$ cat src/rtl/lpk_pkg.sv
package lpk_pkg;
  parameter int unsigned LPK_DW_NARROW = 21;
  parameter int unsigned LPK_DW_WIDE   = 29;
  localparam int unsigned SIDE_BITS    = 3;

  typedef struct packed {
    logic acb;
    logic fcc;
  } side_t;
endpackage

$ cat src/rtl/lpk_pack.sv
module lpk_pack
  import lpk_pkg::*;
#(
  parameter int unsigned DW_N = LPK_DW_NARROW,
  parameter int unsigned DW_W = LPK_DW_WIDE,
  localparam int unsigned PKT_W = DW_W + SIDE_BITS
) (
  input  logic             wide,
  input  logic [DW_W-1:0]  data,
  input  side_t            side,
  output logic [PKT_W-1:0] pkt
);
  logic [DW_W-1:0] fld;
  logic            par;

  // upper field bits are forced low in the short format
  generate
    for (genvar i = 0; i < DW_W; i++) begin : g_fld
      if (i < DW_N) begin : g_lo
        assign fld[i] = data[i];
      end else begin : g_hi
        assign fld[i] = wide & data[i];
      end
    end
  endgenerate

  assign par = (^fld) ^ side.acb ^ side.fcc;

  always_comb begin
    pkt = '0;
    pkt[DW_W-1:0] = fld;
    if (wide) begin
      pkt[DW_W]     = side.acb;
      pkt[DW_W+1]   = side.fcc;
      pkt[DW_W+2]   = par;
    end else begin
      pkt[DW_N]     = side.acb;
      pkt[DW_N+1]   = side.fcc;
      pkt[DW_N+2]   = par;
    end
  end
endmodule

$ cat src/rtl/lpk_framer.sv
module lpk_framer
  import lpk_pkg::*;
#(
  parameter int unsigned DW_N = LPK_DW_NARROW,
  parameter int unsigned DW_W = LPK_DW_WIDE,
  localparam int unsigned PKT_W = DW_W + SIDE_BITS,
  localparam int unsigned PKT_N = DW_N + SIDE_BITS,
  localparam int unsigned CW    = $clog2(PKT_W)
) (
  input  logic            clk,
  input  logic            rst,
  input  logic            bit_en,
  input  logic            wide_sel,
  input  logic [DW_W-1:0] data,
  input  side_t           side,
  output logic            ser_out,
  output logic            ser_sof,
  output logic            ser_wide
);
  logic [PKT_W-1:0] pkt;
  logic [PKT_W-1:0] shreg;
  logic [CW-1:0]    slot_left;
  logic             load;

  lpk_pack #(.DW_N(DW_N), .DW_W(DW_W)) u_pack (
    .wide (wide_sel),
    .data (data),
    .side (side),
    .pkt  (pkt)
  );

  assign load = bit_en && (slot_left == '0);

  always_ff @(posedge clk) begin
    if (rst) begin
      shreg     <= '0;
      slot_left <= '0;
      ser_out   <= 1'b0;
      ser_sof   <= 1'b0;
      ser_wide  <= 1'b0;
    end else if (bit_en) begin
      ser_sof <= load;
      if (load) begin
        ser_out   <= pkt[0];
        shreg     <= pkt >> 1;
        slot_left <= wide_sel ? CW'(PKT_W - 1) : CW'(PKT_N - 1);
        ser_wide  <= wide_sel;
      end else begin
        ser_out   <= shreg[0];
        shreg     <= shreg >> 1;
        slot_left <= slot_left - 1'b1;
      end
    end
  end

  AST_SLOT_HOLD: assert property (@(posedge clk) disable iff (rst)
    !bit_en |=> ($stable(ser_out) && $stable(ser_sof)));
  AST_MODE_AT_BOUNDARY: assert property (@(posedge clk) disable iff (rst)
    !(bit_en && slot_left == '0) |=> $stable(ser_wide));
  AST_SLOT_RANGE: assert property (@(posedge clk) disable iff (rst)
    slot_left <= (ser_wide ? CW'(PKT_W - 1) : CW'(PKT_N - 1)));
endmodule

$ cat src/rtl/lpk_deframer.sv
module lpk_deframer
  import lpk_pkg::*;
#(
  parameter int unsigned DW_N = LPK_DW_NARROW,
  parameter int unsigned DW_W = LPK_DW_WIDE,
  localparam int unsigned PKT_W = DW_W + SIDE_BITS,
  localparam int unsigned PKT_N = DW_N + SIDE_BITS,
  localparam int unsigned CW    = $clog2(PKT_W)
) (
  input  logic            clk,
  input  logic            rst,
  input  logic            bit_en,
  input  logic            bit_in,
  input  logic            start,
  input  logic            wide,
  output logic            valid,
  output logic [DW_W-1:0] data,
  output side_t           side,
  output logic            perr
);
  logic [PKT_W-1:0] acc;
  logic [PKT_W-1:0] full;
  logic [CW-1:0]    pos;
  logic             busy;
  logic             mode_q;
  logic             par_q;
  logic             last;

  assign last = (pos == (mode_q ? CW'(PKT_W - 1) : CW'(PKT_N - 1)));

  always_comb begin
    full = acc | (PKT_W'(bit_in) << pos);
  end

  always_ff @(posedge clk) begin
    if (rst) begin
      acc    <= '0;
      pos    <= '0;
      busy   <= 1'b0;
      mode_q <= 1'b0;
      par_q  <= 1'b0;
      valid  <= 1'b0;
      perr   <= 1'b0;
      data   <= '0;
      side   <= '0;
    end else begin
      valid <= 1'b0;
      perr  <= 1'b0;
      if (bit_en) begin
        if (start) begin
          acc    <= PKT_W'(bit_in);
          par_q  <= bit_in;
          pos    <= CW'(1);
          mode_q <= wide;
          busy   <= 1'b1;
        end else if (busy) begin
          acc   <= full;
          par_q <= par_q ^ bit_in;
          if (last) begin
            busy  <= 1'b0;
            valid <= 1'b1;
            perr  <= par_q ^ bit_in;
            if (mode_q) begin
              data     <= full[DW_W-1:0];
              side.acb <= full[DW_W];
              side.fcc <= full[DW_W+1];
            end else begin
              data     <= DW_W'(full[DW_N-1:0]);
              side.acb <= full[DW_N];
              side.fcc <= full[DW_N+1];
            end
          end else begin
            pos <= pos + 1'b1;
          end
        end
      end
    end
  end

  AST_VALID_PULSE: assert property (@(posedge clk) disable iff (rst)
    valid |=> !valid);
  AST_PERR_QUALIFIED: assert property (@(posedge clk) disable iff (rst)
    perr |-> valid);
  AST_SHORT_TOP_ZERO: assert property (@(posedge clk) disable iff (rst)
    (valid && !mode_q) |-> (data[DW_W-1:DW_N] == '0));
endmodule

$ cat src/rtl/lpk_codec.sv
module lpk_codec
  import lpk_pkg::*;
#(
  parameter int unsigned DW_N = LPK_DW_NARROW,
  parameter int unsigned DW_W = LPK_DW_WIDE
) (
  input  logic            clk,
  input  logic            rst,
  input  logic            bit_en,
  input  logic            wide_sel,
  input  logic [DW_W-1:0] tx_data,
  input  logic            tx_acb,
  input  logic            tx_fcc,
  output logic            ser_out,
  output logic            ser_sof,
  output logic            ser_wide,
  input  logic            rx_bit_en,
  input  logic            rx_bit,
  input  logic            rx_start,
  input  logic            rx_wide,
  output logic            rx_valid,
  output logic [DW_W-1:0] rx_data,
  output logic            rx_acb,
  output logic            rx_fcc,
  output logic            rx_perr
);
  side_t tx_side;
  side_t rx_side;

  assign tx_side.acb = tx_acb;
  assign tx_side.fcc = tx_fcc;
  assign rx_acb      = rx_side.acb;
  assign rx_fcc      = rx_side.fcc;

  lpk_framer #(.DW_N(DW_N), .DW_W(DW_W)) u_framer (
    .clk      (clk),
    .rst      (rst),
    .bit_en   (bit_en),
    .wide_sel (wide_sel),
    .data     (tx_data),
    .side     (tx_side),
    .ser_out  (ser_out),
    .ser_sof  (ser_sof),
    .ser_wide (ser_wide)
  );

  lpk_deframer #(.DW_N(DW_N), .DW_W(DW_W)) u_deframer (
    .clk    (clk),
    .rst    (rst),
    .bit_en (rx_bit_en),
    .bit_in (rx_bit),
    .start  (rx_start),
    .wide   (rx_wide),
    .valid  (rx_valid),
    .data   (rx_data),
    .side   (rx_side),
    .perr   (rx_perr)
  );

  AST_RESET_QUIET: assert property (@(posedge clk)
    rst |=> (!rx_valid && !rx_perr && !ser_sof));
endmodule

$ cat config.mk
export PLATFORM = sky130hd
export DESIGN_NAME = lpk_codec
export DESIGN_NICKNAME = d
export VERILOG_FILES = /design/src/rtl/lpk_pkg.sv /design/src/rtl/lpk_pack.sv /design/src/rtl/lpk_framer.sv /design/src/rtl/lpk_deframer.sv /design/src/rtl/lpk_codec.sv
export SDC_FILE = /design/constraint.sdc
export NUM_CORES = 1
export LEC_CHECK = 0
export BUFFER_PORTS_ARGS = -buffer_cell sky130_fd_sc_hd__buf_2
export CAP_MARGIN = 20
export CORE_MARGIN = 10
export CORE_UTILIZATION = 43
export DETAILED_ROUTE_END_ITERATION = 10
export PLACE_DENSITY_LB_ADDON = 0.3
export SYNTH_ARGS = -nofsm -noshare
export SYNTH_HDL_FRONTEND = slang
export SYNTH_SLANG_ARGS = --single-unit
$ cat constraint.sdc
create_clock -name clk -period 1.69 [get_ports clk]
set_input_delay 0.169 -clock clk [delete_from_list [all_inputs] [get_ports clk]]
set_output_delay 0.169 -clock clk [all_outputs]
set_load 0.03 [all_outputs]
======== Word-level counts from Yosys, hierarchy flattened ========
Cells that the tools add are included.
storage, ports and cells
  flip-flop bits (word level) ............. 113
  input bits .............................. 39
  output and inout port bits .............. 36
  logic and storage cells ................. 67
cells by class
  $add $sub $neg .......................... 2
  eq/ne operators ......................... 2
  shift operators ......................... 1
  multiplexer cells ....................... 20
  bitwise logic cells ..................... 16
  reductions and logical operators ........ 11
operator list
  cell                   count
  $mux W32               2
  $or A32 B32 Y32        1
  $shl A1 B5 Y32         1
  $mux W31               1
  $mux W29               1
  $reduce_xor A29 Y1     1
  $mux W5                4
  $and A1 B1 Y1          8
  $mux W4                2
  $mux W1                7
  $mux W3                2
  $reduce_and A2 Y1      3
  $add A5 B1 Y5 const B  1
  $eq A5 B5 Y1           1
  $logic_not A5 Y1       1
  $reduce_or A5 Y1       1
  $sub A5 B1 Y5 const B  1
  $not A1 Y1             4
  $reduce_and A4 Y1      1
  $reduce_or A4 Y1       1
  $reduce_and A3 Y1      1
  $xor A1 B1 Y1          3
  $mux W2                1
  $ne A2 B2 Y1 const B   1
  2 further kinds        2

======== Depth between registers and ports, before layout ========
  depth in word-level cells ............... 6
  depth in mapped cells ................... 9
  depth with buffers taken out ............ 8

======== By module ========
A second synthesis with hierarchy kept.
unflattened totals
  cell total of the unflattened synthesis .. 610
  area total of the unflattened synthesis .. 5376.4 µm²
by module, submodules not included
  module        instances  cells an instance  area each (µm²)  seq. area each (µm²)
  lpk_deframer  1          331                2936.6           1441.4
  lpk_framer    1          215                1918.1           780.7
  lpk_pack      1          64                 521.8            0.0

======== Worst setup path after synthesis ========
OpenSTA, ideal clock, no wires.
  path type ............................... register to register
  start ................................... register u_framer.slot_left[0]
  end ..................................... register u_framer.shreg[22]
  library setup time ...................... 0.121 ns
  arrival time ............................ 1.644 ns
  data required time ...................... 1.569 ns
  path slack .............................. -0.075 ns
  cell stages (with the launch flop) ...... 10
  path buffers ............................ 1
  clock period less this slack ............ 1.765 ns
  path through ............................ dfxtp_1 inv_1 ha_1 nand2_1 or4_1 clkbuf_1 nor3b_1 nor4b_1 a21oi_1 nand3_1
between the ends
  cells in the longest elaborated chain, start to end .. 3
ends and longest elaborated chain
  element                   RTL line          RTL
  start: declaration        lpk_framer.sv:22  logic [CW-1:0] slot_left;
  start signal: assignment  lpk_framer.sv:46  slot_left <= wide_sel ? CW'(PKT_W - 1) : CW'(PKT_N - 1);
  start signal: assignment  lpk_framer.sv:51  slot_left <= slot_left - 1'b1;
  $logic_not A5 Y1          lpk_framer.sv:32  assign load = bit_en && (slot_left == '0);
  $logic_and A1 B1 Y1       lpk_framer.sv:32
  $mux W31                  lpk_framer.sv:43  if (load) begin
  end signal: assignment    lpk_framer.sv:45  shreg <= pkt >> 1;
  end signal: assignment    lpk_framer.sv:50  shreg <= shreg >> 1;
  end: declaration          lpk_framer.sv:21  logic [PKT_W-1:0] shreg;
Every way passes these cells.
A chain may end at the register's enable or synchronous reset.

======== Final worst setup path ========
Same ends and word-level chain as after synthesis.

==> results_tabular.tex <==
\begin{tabular}{lr}
\hline
Metric & Value \\
\hline
\multicolumn{2}{l}{\textbf{Placement}} \\
Number of buffers inserted by port buffering & 74 \\
Cell total after placement & 810 \\
Final weighted congestion in routability-driven placement & about 0.87 \\
Final HPWL from detailed placement & 9.04 mm \\
\multicolumn{2}{l}{\textbf{STA}} \\
Fmax & between 0.5 and 0.6 GHz \\
Setup violations, final & 6 \\
Transition time of the tightest slew-check pin & roughly 0.66 ns \\
Final critical-path required period & 1.74 ns \\
Setup slack after layout & -0.0537 ns \\
Worst slew slack as a fraction of its limit & between 50\% and 60\% \\
Setup repair after global routing missed its margin & yes \\
Clock Skew & 0.0192 ns \\
Sum of negative setup slack & -0.140 ns \\
Final-report max-slew violation count & 0 \\
Crit share post-route & 103\% \\
Final hold violations & 0 \\
\multicolumn{2}{l}{\textbf{Global route}} \\
Met2 usage in global routing & approximately a quarter \\
Met3 Track Usage GR & about 2.7\% \\
Grt met1 use & between 20\% and 30\% \\
First-pass GRT wire length & between 20 and 25 mm \\
Total routing usage reported by global routing & $\sim$15\% \\
Via count of the first global-routing pass & between 4000 and 5000 \\
Total gr overflow & 0 \\
Largest net degree at the start of global routing & 68 \\
Number of antenna violations at the first check in global routing & 0 \\
GR peak layer & met2 \\
\multicolumn{2}{l}{\textbf{Synth}} \\
Biggest area consumer among synthesized cells & sky130\_fd\_sc\_hd\_\_dfxtp\_1 \\
Average cell area after synthesis & 8.17 µm² \\
Share of flip-flops with an asynchronous set or reset & 0\% \\
Portion of synthesized cell area occupied by the leading cell type & a little under half \\
Count of synthesis-stage warnings from yosys & 0 \\
EDFF count, synth & 0 \\
Number of nets produced by synthesis & between 600 and 700 \\
Primary FF master, synth & sky130\_fd\_sc\_hd\_\_dfxtp\_1 \\
Synth Cell Area & 4800 µm² \\
Most used standard cells in the synthesized netlist & 117 x sky130\_fd\_sc\_hd\_\_nor2\_1, 111 x sky130\_fd\_sc\_hd\_\_dfxtp\_1, 72 x sky130\_fd\_sc\_hd\_\_nand2\_1, 35 x sky130\_fd\_sc\_hd\_\_nor3\_1 \\
Gate Count Post-Synth & roughly 590 \\
Most frequent cell after synthesis & sky130\_fd\_sc\_hd\_\_nor2\_1 \\
Seq cells post-synth & between 100 and 150 \\
Synth area leaders & sky130\_fd\_sc\_hd\_\_dfxtp\_1 46\%, sky130\_fd\_sc\_hd\_\_nor2\_1 9.1\%, sky130\_fd\_sc\_hd\_\_nand2\_1 5.6\% \\
Number of library cell types mapped by synthesis & between 40 and 50 \\
Share of synthesized area occupied by flip-flops and latches & between 40\% and 50\% \\
\multicolumn{2}{l}{\textbf{Critical path}} \\
CP startpoint kind & register \\
Number of cell instances on the worst register-to-register path & 10 \\
Critical path capture point type & register \\
R2R Path Start & u\_framer.slot\_left[0]\$\_SDFFE\_PP0P\_ \\
Worst Path Class, Setup & register to register \\
Worst endpoint data arrival time & 2.06 ns \\
Critical path fanouts, max & 5 \\
Req. time, crit path & approximately 2 ns \\
End of the worst register-to-register path & u\_framer.shreg[22]\$\_SDFFE\_PP0P\_ \\
Worst-case register-to-register setup slack & -0.05 ns \\
\multicolumn{2}{l}{\textbf{Run status}} \\
Violations in the final reports & setup timing \\
Status & complete, but fails checks \\
\multicolumn{2}{l}{\textbf{Final layout}} \\
Fillers & 1011 \\
Final Net Count & 730 \\
Area of combinational cells with multiple inputs & 2530 µm² \\
Count of antenna diodes in the layout & 0 \\
Share of layout cells above drive strength 1 & 26.7\% \\
Final Non-Filler Cells & between 800 and 900 \\
Synth-to-layout area growth & 26.5\% \\
Register area & between 2000 and 2500 µm² \\
\multicolumn{2}{l}{\textbf{Detailed routing}} \\
Vias per std cell & between 5 and 6 \\
First-pass DRT Iterations & 5 \\
Remaining routing DRC violations & 0 \\
Routed wire length per instance & about 16 µm \\
Post-detailed-route count of antenna-violating nets & 0 \\
Total number of vias & about 4400 \\
Total detailed-routing wirelength & $\sim$13 mm \\
Violation count after the first detailed-routing iteration & 266 \\
\multicolumn{2}{l}{\textbf{Clock tree}} \\
Clk\_lat worst skew & 0.38 ns \\
\# H-tree levels & 3 \\
Clock-pin slew reported for the worst setup and hold paths after clock tree synthesis & roughly 0.1 ns \\
Clock tree from TritonCTS & done \\
Num Clock Sinks & around 110 \\
CTS Hold Bufs & 0 \\
CTS Buf Count & 9 \\
Maximum buffer depth of the clock tree & 2 \\
Clock tree root driver cell & sky130\_fd\_sc\_hd\_\_clkbuf\_8 \\
\multicolumn{2}{l}{\textbf{Floorplanning}} \\
Effective utilization at floorplan & between 40 and 50\% \\
Chip Height & 126 µm \\
I/O pins & between 70 and 80 \\
Row Count & 38 \\
Overall die width & between 100 and 150 µm \\
Area of the placeable core & approximately 11000 µm² \\
Floorplan die area & roughly 16000 µm² \\
\multicolumn{2}{l}{\textbf{Pwr}} \\
Internal Power & just under 0.004 W \\
Static Leakage & roughly 2.4 nW \\
Combinational power share & 20.4\% \\
Peak supply drop & 0.000378 V \\
Sw power & 0.00149 W \\
Sequential share of power & roughly half \\
Power density relative to cell area & just under 900 nW/µm² \\
Sw Share & around 28\% \\
Clock power share & between 20 and 30\% \\
\multicolumn{2}{l}{\textbf{Job}} \\
Maximum capacitance violations & 0 \\
\multicolumn{2}{l}{\textbf{Min path}} \\
WHS Endpoint & u\_deframer.mode\_q\$\_SDFFE\_PP0P\_ \\
Hold Crit Class & input pin to register \\
Hold Path Cell Cnt & 3 \\
Min-delay src & rx\_wide \\
\hline
\end{tabular}
through the flow:
| step | cell area [µm²] | util (%) | hold WS (ns) | total power, W | setup slack, ns |
|---|---|---|---|---|---|
| final | 6070 | 55.8 | 0.0518 | 0.00540 | -0.0537 |
| after global placement | 5610 | 51.5 | 0.439 | 0.00370 | -0.0935 |
| after detailed placement | 5610 | 51.5 | 0.443 | 0.00373 | -0.157 |
| after CTS | 5800 | 53.3 | 0.0436 | 0.00526 | -0.00707 |
| after floorplan | 4830 | - | 0.317 | 0.00343 | -0.0218 |
| after global routing | 6070 | 55.8 | 0.0658 | 0.00567 | -0.130 |
per-layer routing:
layer | wire length [µm] | vias to the layer above
li1 | - | 2240
met1 | 6140 | 2093
met2 | 6160 | 80
met3 | 549 | 15
met4 | 187 | 0
met5 | 0 | -
power groups by stage:
stage                     registers [W]  clock network [W]  logic (W)
after floorplan                 0.00283                  0   0.000591
after global placement          0.00282                  0   0.000881
after detailed placement        0.00282                  0   0.000908
after CTS                       0.00276            0.00157   0.000918
after global routing            0.00278            0.00169    0.00120
final                           0.00277            0.00153    0.00110
final cells by class:
| class | count | area share [%] |
|---|---|---|
| clock buffer | 11 | 2.16 |
| clock inverter | 3 | 0.762 |
| inverter | 4 | 0.247 |
| multi-input combinational | 427 | 41.7 |
| sequential | 111 | 36.7 |
| tap | 140 | 2.88 |
| timing repair buffer | 136 | 15.6 |
cell families (layout without fill, tap and decap cells):
kind of cell | Yosys count | in the layout | synth area share (%)
xor gates and xnor gates | 35 | 35 | 7.43
buffers and inverters | 50 | 154 | 4.06
muxes | 4 | 4 | 0.834
AOI/OAI and AO/OA | 115 | 115 | 16.2
DFF | 111 | 111 | 46.3
adders and majority gates | 2 | 2 | 0.521
and+or+nand+nor | 271 | 271 | 24.7
sequential cells by signal, summed over array words and instances, names as in the netlist:
signal	flops
u_framer.ser_sof	1
u_deframer.busy	1
u_framer.ser_out	1
u_deframer.mode_q	1
u_framer.ser_wide	1
u_deframer.side	2
u_framer.shreg	31
u_framer.slot_left	5
u_deframer.acc	31
u_deframer.valid	1
u_deframer.par_q	1
u_deframer.data	29
u_deframer.perr	1
u_deframer.pos	5
critical path, stage by stage, from the launching register on:
cell                      delay [ns]
sky130_fd_sc_hd__dfxtp_2        0.33
sky130_fd_sc_hd__inv_2          0.06
sky130_fd_sc_hd__ha_4           0.13
sky130_fd_sc_hd__nand2_4        0.05
sky130_fd_sc_hd__buf_6          0.12
sky130_fd_sc_hd__nor4_4         0.13
sky130_fd_sc_hd__buf_6          0.16
sky130_fd_sc_hd__nor2_1         0.06
sky130_fd_sc_hd__nor4b_2        0.35
sky130_fd_sc_hd__nand3_1        0.18
sky130_fd_sc_hd__nand3_1        0.12
cell usage in the layout (no fill, tap or decap), types with 13 or more instances in the layout:
master / synthesis / layout
sky130_fd_sc_hd__a211oi_1: 18 / 13
sky130_fd_sc_hd__a21oi_1: 34 / 34
sky130_fd_sc_hd__a311oi_1: 28 / 24
sky130_fd_sc_hd__a31oi_1: 13 / 13
sky130_fd_sc_hd__buf_2: 6 / 75
sky130_fd_sc_hd__buf_4: 0 / 48
sky130_fd_sc_hd__dfxtp_1: 111 / 108
sky130_fd_sc_hd__nand2_1: 72 / 64
sky130_fd_sc_hd__nand3_1: 14 / 14
sky130_fd_sc_hd__nor2_1: 117 / 114
sky130_fd_sc_hd__nor3_1: 35 / 34
sky130_fd_sc_hd__xnor2_1: 22 / 22
worst max path at each step:
| stage | start | to | slack, ns | cells after the start |
|---|---|---|---|---|
| after floorplan | u_framer.slot_left[0]$_SDFFE_PP0P_ | u_framer.shreg[22]$_SDFFE_PP0P_ | -0.02 | 9 |
| after global placement | tx_data[27] | u_framer.shreg[30]$_SDFFE_PP0P_ | -0.09 | 7 |
| after detailed placement | tx_data[27] | u_framer.shreg[30]$_SDFFE_PP0P_ | -0.16 | 7 |
| after CTS | u_framer.slot_left[0]$_SDFFE_PP0P_ | u_framer.shreg[25]$_SDFFE_PP0P_ | -0.007 | 8 |
| after global routing | u_framer.slot_left[0]$_SDFFE_PP0P_ | u_framer.shreg[22]$_SDFFE_PP0P_ | -0.13 | 10 |
| final | u_framer.slot_left[0]$_SDFFE_PP0P_ | u_framer.shreg[22]$_SDFFE_PP0P_ | -0.05 | 10 |
what timing repair did:
action / CTS / global route
pin swaps: 1 / 9
buffers inserted: 0 / 4
resized for setup: 4 / 45
setup endpoints to repair: 35 / 61
gates cloned: 0 / 4
Note: power is estimated with default switching activity, not from simulation.
